===== config.mk =====
export PLATFORM = sky130hd
export DESIGN_NAME = frame_sync_gen
export DESIGN_NICKNAME = d
export VERILOG_FILES = /design/src/rtl/fsg_pkg.sv /design/src/rtl/fsg_sel_edge.sv /design/src/rtl/fsg_slot_counter.sv /design/src/rtl/fsg_sync_drive.sv /design/src/rtl/frame_sync_gen.sv
export SDC_FILE = /design/constraint.sdc
export NUM_CORES = 1
export LEC_CHECK = 0
export BUFFER_PORTS_ARGS = -buffer_cell sky130_fd_sc_hd__buf_4
export CELL_PAD_IN_SITES_DETAIL_PLACEMENT = 0
export CELL_PAD_IN_SITES_GLOBAL_PLACEMENT = 2
export CORE_AREA = 8 8 45 47
export CTS_BUF_LIST = sky130_fd_sc_hd__clkbuf_16
export DETAILED_ROUTE_END_ITERATION = 10
export DIE_AREA = 0 0 53 55
export PLACE_DENSITY = 0.43
export SLEW_MARGIN = 10
export SYNTH_ARGS = -nofsm -noshare
export SYNTH_HDL_FRONTEND = slang
export SYNTH_SLANG_ARGS = --single-unit
export TNS_END_PERCENT = 1

===== constraint.sdc =====
create_clock -name clk -period 1.2 [get_ports clk]
set_input_delay 0.12 -clock clk [delete_from_list [all_inputs] [get_ports clk]]
set_output_delay 0.12 -clock clk [all_outputs]
set_load 0.005 [all_outputs]

===== src/rtl/fsg_pkg.sv =====
package fsg_pkg;

  // Width of a slot counter able to hold 0 .. n-1 (never below 1 bit).
  function automatic int unsigned slot_width(input int unsigned n);
    return (n > 1) ? $clog2(n) : 1;
  endfunction

  // Slot reached after one bit tick from slot cur in a word of n bits.
  function automatic int unsigned slot_after(input int unsigned cur,
                                             input int unsigned n);
    return (cur + 1 >= n) ? 0 : cur + 1;
  endfunction

endpackage


===== src/rtl/fsg_sel_edge.sv =====
module fsg_sel_edge (
  input  logic clk,
  input  logic rst,
  input  logic sel_n,
  output logic sel_q,
  output logic start
);

  // Registered select; reset value is the idle (deselected) level.
  always_ff @(posedge clk) begin
    if (rst) sel_q <= 1'b1;
    else     sel_q <= sel_n;
  end

  // Packet start: the select was idle last edge and is active now.
  assign start = sel_q & ~sel_n;

  // after a detected start the registered select is active.
  AST_START_LATCHED: assert property (@(posedge clk) disable iff (rst)
    start |=> !sel_q);

endmodule


===== src/rtl/fsg_slot_counter.sv =====
module fsg_slot_counter #(
  parameter int unsigned WORD_BITS = 8,
  localparam int unsigned CW = fsg_pkg::slot_width(WORD_BITS)
) (
  input  logic          clk,
  input  logic          rst,
  input  logic          clear,
  input  logic          step,
  output logic [CW-1:0] slot,
  output logic          wrap
);

  localparam logic [CW-1:0] LAST = CW'(WORD_BITS - 1);

  logic [CW-1:0] slot_next;

  assign wrap      = step & (slot == LAST);
  assign slot_next = CW'(fsg_pkg::slot_after(int'(slot), WORD_BITS));

  always_ff @(posedge clk) begin
    if (rst || clear) slot <= '0;
    else if (step)    slot <= slot_next;
  end

  AST_SLOT_RANGE: assert property (@(posedge clk) disable iff (rst)
    slot <= LAST);
  AST_SLOT_CLEARED: assert property (@(posedge clk) disable iff (rst)
    clear |=> slot == '0);
  AST_SLOT_HOLD: assert property (@(posedge clk) disable iff (rst)
    (!clear && !step) |=> $stable(slot));

endmodule


===== src/rtl/fsg_sync_drive.sv =====
module fsg_sync_drive #(
  parameter int unsigned WORD_BITS = 8,
  localparam int unsigned CW = fsg_pkg::slot_width(WORD_BITS)
) (
  input  logic          sel_q,
  input  logic [CW-1:0] slot,
  output logic          fsync
);

  // Sync covers slot 0 of each word while the registered select is active.
  always_comb begin
    fsync = 1'b0;
    if (!sel_q && slot == '0) fsync = 1'b1;
  end

endmodule


===== src/rtl/frame_sync_gen.sv =====
module frame_sync_gen #(
  parameter int unsigned WORD_BITS = 8
) (
  input  logic clk,
  input  logic rst,
  input  logic sel_n,
  input  logic bit_en,
  output logic fsync
);

  localparam int unsigned CW = fsg_pkg::slot_width(WORD_BITS);

  logic          sel_q;
  logic          pkt_start;
  logic          cnt_clear;
  logic          word_wrap;
  logic [CW-1:0] slot;

  fsg_sel_edge u_edge (
    .clk   (clk),
    .rst   (rst),
    .sel_n (sel_n),
    .sel_q (sel_q),
    .start (pkt_start)
  );

  // Count only inside a packet; a start also restarts the phase.
  assign cnt_clear = sel_n | pkt_start;

  fsg_slot_counter #(.WORD_BITS(WORD_BITS)) u_cnt (
    .clk   (clk),
    .rst   (rst),
    .clear (cnt_clear),
    .step  (bit_en),
    .slot  (slot),
    .wrap  (word_wrap)
  );

  fsg_sync_drive #(.WORD_BITS(WORD_BITS)) u_drv (
    .sel_q (sel_q),
    .slot  (slot),
    .fsync (fsync)
  );

  AST_IDLE_QUIET: assert property (@(posedge clk) disable iff (rst)
    sel_n |=> !fsync);
  AST_FIRST_SYNC: assert property (@(posedge clk) disable iff (rst)
    pkt_start |=> fsync);
  AST_WRAP_SYNC: assert property (@(posedge clk) disable iff (rst)
    (!sel_n && !pkt_start && word_wrap) |=> fsync);
  AST_MIDWORD_NOSYNC: assert property (@(posedge clk) disable iff (rst)
    (!sel_n && !pkt_start && bit_en && !word_wrap) |=> !fsync);
  AST_ABORT_QUIET: assert property (@(posedge clk) disable iff (rst)
    $rose(sel_n) |=> !fsync);

endmodule


==> results of run 1 <==
[cells by family after synthesis]
| kind of cell | Yosys count | share of synthesized area, % |
|---|---|---|
| AND/OR/NAND/NOR | 6 | 23.0 |
| flip-flops | 4 | 38.8 |
| AO/OA/AOI/OAI | 3 | 13.3 |
| buffers and inverters | 2 | 3.64 |
| adder cells (fa/ha/maj) | 2 | 12.1 |
| XOR/XNOR | 1 | 4.24 |
| multiplexers | 1 | 4.85 |
[sequential cells by signal, indices dropped and copies added, names as in the netlist]
| signal | cells |
|---|---|
| u_cnt.slot | 3 |
| u_edge.sel_q | 1 |
[what timing repair did]
action	4_1_cts	5_1_grt
buffers inserted	1	0
gates resized for setup	4	4
setup endpoints to repair	1	1
[synth_stat cells]
cell type                  instances
sky130_fd_sc_hd__or3_4             1
sky130_fd_sc_hd__dfxtp_1           4
sky130_fd_sc_hd__and4_1            1
sky130_fd_sc_hd__nor3b_1           1
sky130_fd_sc_hd__nor2_1            1
sky130_fd_sc_hd__ha_1              2
sky130_fd_sc_hd__nor3_2            1
sky130_fd_sc_hd__or2_2             1
sky130_fd_sc_hd__a21o_1            1
sky130_fd_sc_hd__a21oi_1           1
sky130_fd_sc_hd__inv_1             2
sky130_fd_sc_hd__xnor2_1           1
sky130_fd_sc_hd__a311oi_2          1
sky130_fd_sc_hd__mux2i_1           1
[power groups by stage]
stage / Clock (mW) / Combinational (mW) / Sequential [mW]
after CTS: 0.516 / 0.0256 / 0.137
after floorplan: 0 / 0.00866 / 0.140
final: 0.511 / 0.0251 / 0.134
after global routing: 0.534 / 0.0277 / 0.135
after global placement: 0 / 0.0229 / 0.140
after detailed placement: 0 / 0.0233 / 0.140
[worst reg2reg max path, stage by stage (launching register included)]
cell                       delay (ns)
sky130_fd_sc_hd__dfxtp_4         0.35
sky130_fd_sc_hd__ha_1            0.20
sky130_fd_sc_hd__a21o_1          0.17
sky130_fd_sc_hd__a311oi_2        0.24
[layout make-up]
class	instances	area, um2
clock buffers	3	75.1
flip-flops and latches	4	87.6
well taps	16	20.0
multi-input cells	13	126
inverters	2	7.51
repair buffers	5	37.5
fillers	144	1030
[through the flow]
stage / utilization [%] / hold WS (ns) / setup WS, ns / power, mW / cells
after floorplan: - / 0.224 / 0.194 / 0.148 / 19
after global placement: 18.5 / 0.316 / 0.0894 / 0.163 / 39
after detailed placement: 18.5 / 0.326 / 0.104 / 0.163 / 39
after CTS: 25.2 / 0.102 / 0.00730 / 0.678 / 43
after global routing: 25.6 / 0.109 / 0.0124 / 0.696 / 43
final: 25.6 / 0.102 / 0.0437 / 0.670 / 43
[how the worst max path moves through the flow]
stage                    end  cells past startpoint
6_report               fsync                      4
5_1_grt                fsync                      4
4_1_cts                fsync                      4
3_5_place_dp   u_cnt.slot[1]                      4
3_3_place_gp   u_cnt.slot[1]                      4
2_1_floorplan  u_cnt.slot[1]                      4
[layer usage]
layer | global-route usage (%) | part of all wire, % | up-vias | wire length (um)
li1 | - | - | 83 | -
met1 | 3.93 | 48 | 77 | 220
met2 | 5.66 | 42 | 5 | 192
met3 | 4.81 | 9.6 | 0 | 44
met4 | 1.29 | 0 | 0 | 0
met5 | 0 | 0 | - | 0
==> impl_metrics.env, run 1 <==
export IMPL_power_density_nw_per_um2=1890
export IMPL_cts_tree="done"
export IMPL_clk_root_buffer_cell="sky130_fd_sc_hd__clkbuf_16"
export IMPL_portion_of_the_post_synthesis_area_used_by_sequential_elements_pct=38.8
export IMPL_critical_path_reg2reg_endpoint="u_cnt.slot[2]"
export IMPL_worst_setup_path_end_kind="primary output"
export IMPL_nets=35
export IMPL_grt_max_degree=6
export IMPL_fmaxAchievable_ghz=0.865
export IMPL_synth_ff_latch_count=4
export IMPL_worstReg2RegStart="u_cnt.slot[1]"
export IMPL_wl_per_cell_um=10.6
export IMPL_crit_buf_inv=2
export IMPL_synth_fp_nets=25
export IMPL_firstDrtPassIters=3
export IMPL_mappedNetlistArea_um2=206
export IMPL_layout_worst_path_cycle_share_pct=96.4
export IMPL_post_synth_main_area_contributors="sky130_fd_sc_hd__dfxtp_1 39%, sky130_fd_sc_hd__ha_1 12%, sky130_fd_sc_hd__a311oi_2 7.3%"
export IMPL_grt_overflow_total=0
export IMPL_setup_crit_start="u_cnt.slot[1]"
export IMPL_path_clk_slew_ns=0.03
export IMPL_clk_path_buf_depth=2
export IMPL_fp_dieArea_um2=2920
export IMPL_intPower_mw=0.573
export IMPL_grt_antenna_before_repair=0
export IMPL_layout_common_cells="5 x sky130_fd_sc_hd__buf_4, 3 x sky130_fd_sc_hd__clkbuf_16, 2 x sky130_fd_sc_hd__inv_2, 2 x sky130_fd_sc_hd__dfxtp_4, 2 x sky130_fd_sc_hd__dfxtp_1"
export IMPL_cts_sinks=4
export IMPL_post_synth_inst_count=19
export IMPL_leakagePower_nw=0.148
export IMPL_power_switching_mw=0.0972
export IMPL_crit_path_slowest_cell="sky130_fd_sc_hd__dfxtp_4"
export IMPL_layout_commonest_cell="sky130_fd_sc_hd__buf_4"
export IMPL_worst_setup_path_start_kind="flop"
export IMPL_clock_insertion_delay_at_the_later_pin_of_the_skew_report_ns=0.22
export IMPL_worst_pin_slew_ns=0.160
export IMPL_final_design_area_no_fill_um2=354
export IMPL_fin_worst_skew_ns=0.00335
export IMPL_area_post_placement_um2=256
export IMPL_crit_arrival_ns=1.04
export IMPL_tritoncts_buffer_count=3
export IMPL_port_buffer_count=4
export IMPL_grt_first_pass_wirelength_um=793
export IMPL_antenna_diode_count=0
export IMPL_vdd_ir_drop_max_mv=1.39
export IMPL_drt_drc_violations_left=0
export IMPL_globalRouteTotalUtil_pct=4.15
export IMPL_drive_gt1_share_pct=66.7
export IMPL_report_final_setup_viol=0
export IMPL_slew_headroom_pct=89.0
export IMPL_critical_path_top_delay_family="flip-flops"
export IMPL_routabilityCongestion=0.614
export IMPL_max_slew_vio_count=0
export IMPL_area_growth_pct=71.5
export IMPL_h_tree_depth=1
export IMPL_timing_reg2reg_worst_path_depth=3
export IMPL_core_um2=1380
export IMPL_cap_viol_max_count=0
export IMPL_critPathMaxStageDelay_ns=0.36
export IMPL_power_combinational_fraction_pct=3.7
export IMPL_synth_area_leader_cell="sky130_fd_sc_hd__dfxtp_1"
export IMPL_via_count=165
export IMPL_postSynthAreaPerCell_um2=10.9
export IMPL_initial_utilization_pct=14.9
export IMPL_detail_route_antenna_nets=0
export IMPL_initialDrtViolationCount=1
export IMPL_crit_type="reg -> out"
export IMPL_run_status="complete, no violations"
export IMPL_timing_hold_worst_class="in -> reg"
export IMPL_floorplan_rows=14
export IMPL_wl_um=457
export IMPL_clock_network_fraction_of_design_power_pct=76.2
export IMPL_post_synth_num_cell_types=14
export IMPL_crit_fanout=5
export IMPL_seq_pwr_share_pct=20.1
export IMPL_post_cts_hold_buffer_count=0
export IMPL_critical_path_rt_ns=1.08
export IMPL_sequence_of_cells_on_the_critical_path="inv_2 > ha_2 > nor3b_2 > buf_4"
export IMPL_power_share_switching_pct=14.5
export IMPL_grt_pass1_vias=189
export IMPL_die_w_um=53
export IMPL_ios=5
export IMPL_timing_hold_worst_path_depth=2
export IMPL_fin_crit_ns=1.16
export IMPL_vias_per_cell=3.84
export IMPL_tns_ns=0
export IMPL_synthDominantCellAreaShare_pct=38.8
export IMPL_floorplan_die_height_um=55
export IMPL_whs_endpoint="u_edge.sel_q"
export IMPL_regToRegSetupSlack_ns=0.16
export IMPL_rsz0062_at_grt="no"
export IMPL_hold_path_startpoint="rst"
export IMPL_synth_warnings=0
export IMPL_hold_violations=0
No activity file was read; power rests on OpenSTA's default activity.
==> inputs of run 2 (changes only) <==
PLACE_DENSITY = 0.47   (was 0.43)
==> run 2 against run 1 <==
- hold slack lost 0.0093 ns
- global-route usage rose by 0.23 points
- non-clock buffer count rose by 2
- sequential power barely moved
- fmax rose by 0.86%
- critical path depth is the same
- sequential cell count is the same
- highest routed layer is now met4
==> impl_metrics.env, run 2 (synthesis gave the netlist of run 1 again) <==
export IMPL_tritoncts_buffer_count=3
export IMPL_worst_setup_path_end_kind="primary output"
export IMPL_power_share_switching_pct=14.8
export IMPL_worst_pin_slew_ns=0.156
export IMPL_initialDrtViolationCount=3
export IMPL_fp_dieArea_um2=2920
export IMPL_reg_top3="u_cnt.slot (3), u_edge.sel_q (1)"
export IMPL_report_final_setup_viol=0
export IMPL_regMostFlops="u_cnt.slot"
export IMPL_core_um2=1380
export IMPL_cts_tree="done"
export IMPL_cap_viol_max_count=0
export IMPL_wl_um=454
export IMPL_intPower_mw=0.574
export IMPL_critPathMaxStageDelay_ns=0.35
export IMPL_globalRouteTotalUtil_pct=4.37
export IMPL_fin_worst_skew_ns=0.000984
export IMPL_dpl_cell_count=39
export IMPL_area_post_placement_um2=256
export IMPL_final_design_area_no_fill_um2=382
export IMPL_power_combinational_fraction_pct=3.8
export IMPL_clock_network_fraction_of_design_power_pct=76.2
export IMPL_vdd_ir_drop_max_mv=0.734
export IMPL_path_clk_slew_ns=0.03
export IMPL_wl_per_cell_um=10.1
export IMPL_rsz0062_at_grt="no"
export IMPL_worst_setup_path_start_kind="flop"
export IMPL_routabilityCongestion=0.639
export IMPL_initial_utilization_pct=14.9
export IMPL_area_growth_pct=84.8
export IMPL_cts_sinks=4
export IMPL_sequence_of_cells_on_the_critical_path="inv_2 > ha_4 > nor3b_2 > buf_4"
export IMPL_clk_root_buffer_cell="sky130_fd_sc_hd__clkbuf_16"
export IMPL_drive_gt1_share_pct=72.4
export IMPL_crit_path_slowest_cell="sky130_fd_sc_hd__dfxtp_4"
export IMPL_clk_path_buf_depth=2
export IMPL_clock_insertion_delay_at_the_later_pin_of_the_skew_report_ns=0.22
export IMPL_grt_overflow_total=0
export IMPL_floorplan_die_height_um=55
export IMPL_crit_type="reg -> out"
export IMPL_hold_path_startpoint="rst"
export IMPL_hold_violations=0
export IMPL_crit_fanout=4
export IMPL_die_w_um=53
export IMPL_firstDrtPassIters=2
export IMPL_seq_pwr_share_pct=20.0
export IMPL_leakagePower_nw=0.158
export IMPL_ios=5
export IMPL_regToRegSetupSlack_ns=0.08
export IMPL_grt_first_pass_wirelength_um=807
export IMPL_grt_antenna_before_repair=0
export IMPL_detail_route_antenna_nets=0
export IMPL_power_switching_mw=0.0997
export IMPL_dpl_hpwl_um=304
export IMPL_power_density_nw_per_um2=1760
export IMPL_worstReg2RegStart="u_cnt.slot[1]"
export IMPL_post_cts_hold_buffer_count=0
export IMPL_layout_common_cells="7 x sky130_fd_sc_hd__buf_4, 3 x sky130_fd_sc_hd__clkbuf_16, 2 x sky130_fd_sc_hd__inv_2, 2 x sky130_fd_sc_hd__dfxtp_4, 2 x sky130_fd_sc_hd__dfxtp_1"
export IMPL_crit_arrival_ns=1.03
export IMPL_run_status="complete, no violations"
export IMPL_critical_path_rt_ns=1.08
export IMPL_fmaxAchievable_ghz=0.872
export IMPL_drt_drc_violations_left=0
export IMPL_antenna_diode_count=0
export IMPL_h_tree_depth=1
export IMPL_timing_hold_worst_class="in -> reg"
export IMPL_layout_commonest_cell="sky130_fd_sc_hd__buf_4"
export IMPL_max_slew_vio_count=0
export IMPL_tns_ns=0
export IMPL_slew_headroom_pct=89.3
export IMPL_fin_crit_ns=1.15
export IMPL_setup_crit_start="u_cnt.slot[1]"
export IMPL_via_count=176
export IMPL_largest_register_ffs=3
export IMPL_grt_max_degree=6
export IMPL_grt_pass1_vias=192
export IMPL_layout_worst_path_cycle_share_pct=95.5
export IMPL_floorplan_rows=14
export IMPL_port_buffer_count=4
export IMPL_vias_per_cell=3.91
export IMPL_instances_no_fill=45
export IMPL_nets=37
export IMPL_n_fill_cell=143
run 2: repair_timing:
action                     4_1_cts  5_1_grt
buffers inserted                 1        2
cloned                           0        0
resized for setup                4        6
setup endpoints to repair        1        1
run 2: power groups by stage:
stage	registers, mW	logic, mW	clock network [mW]
after global placement	0.140	0.0232	0
after floorplan	0.140	0.00866	0
after detailed placement	0.140	0.0232	0
final	0.134	0.0255	0.513
after global routing	0.135	0.0280	0.542
after CTS	0.136	0.0251	0.524
run 2: area by class of cell:
type / count / area (um2) / share of cell area (%)
multi-input combinational: 13 / 139 / 36.4
clock buffer: 3 / 75.1 / 19.7
timing repair buffer: 7 / 52.6 / 13.8
inverter: 2 / 7.51 / 1.97
sequential: 4 / 87.6 / 23.0
tap: 16 / 20.0 / 5.25
run 2: worst paths after layout:
kind | cells past startpoint | end
hold reg to reg | 1 | u_cnt.slot[2]
setup / recovery | 4 | fsync
setup reg to reg | 4 | u_cnt.slot[2]
hold / removal | 2 | u_edge.sel_q
run 2: stage by stage:
step | setup WS (ns) | power [mW] | util (%) | hold slack (ns)
after floorplan | 0.194 | 0.148 | - | 0.224
after global placement | 0.116 | 0.163 | 18.5 | 0.316
after detailed placement | 0.136 | 0.163 | 18.5 | 0.319
after CTS | 0.0118 | 0.686 | 25.2 | 0.0893
after global routing | 0.0169 | 0.705 | 27.6 | 0.0911
final | 0.0536 | 0.673 | 27.6 | 0.0923
run 2: worst max-delay path: cells and delay by family (launching register included):
kind	cells	cell delay, ns
adder cells (fa/ha/maj)	1	0.14
buffers and inverters	2	0.17
flip-flops	1	0.35
AND/OR/NAND/NOR	1	0.14
run 2: routing by layer:
layer | share of wire, % | wire (um) | track usage [%] | vias up
met4 | 3.3 | 15 | 7.76 | 0
met1 | 47 | 215 | 4.41 | 80
met5 | 0 | 0 | 0 | -
li1 | - | - | - | 87
met2 | 43 | 194 | 4.69 | 7
met3 | 5.9 | 27 | 2.41 | 2
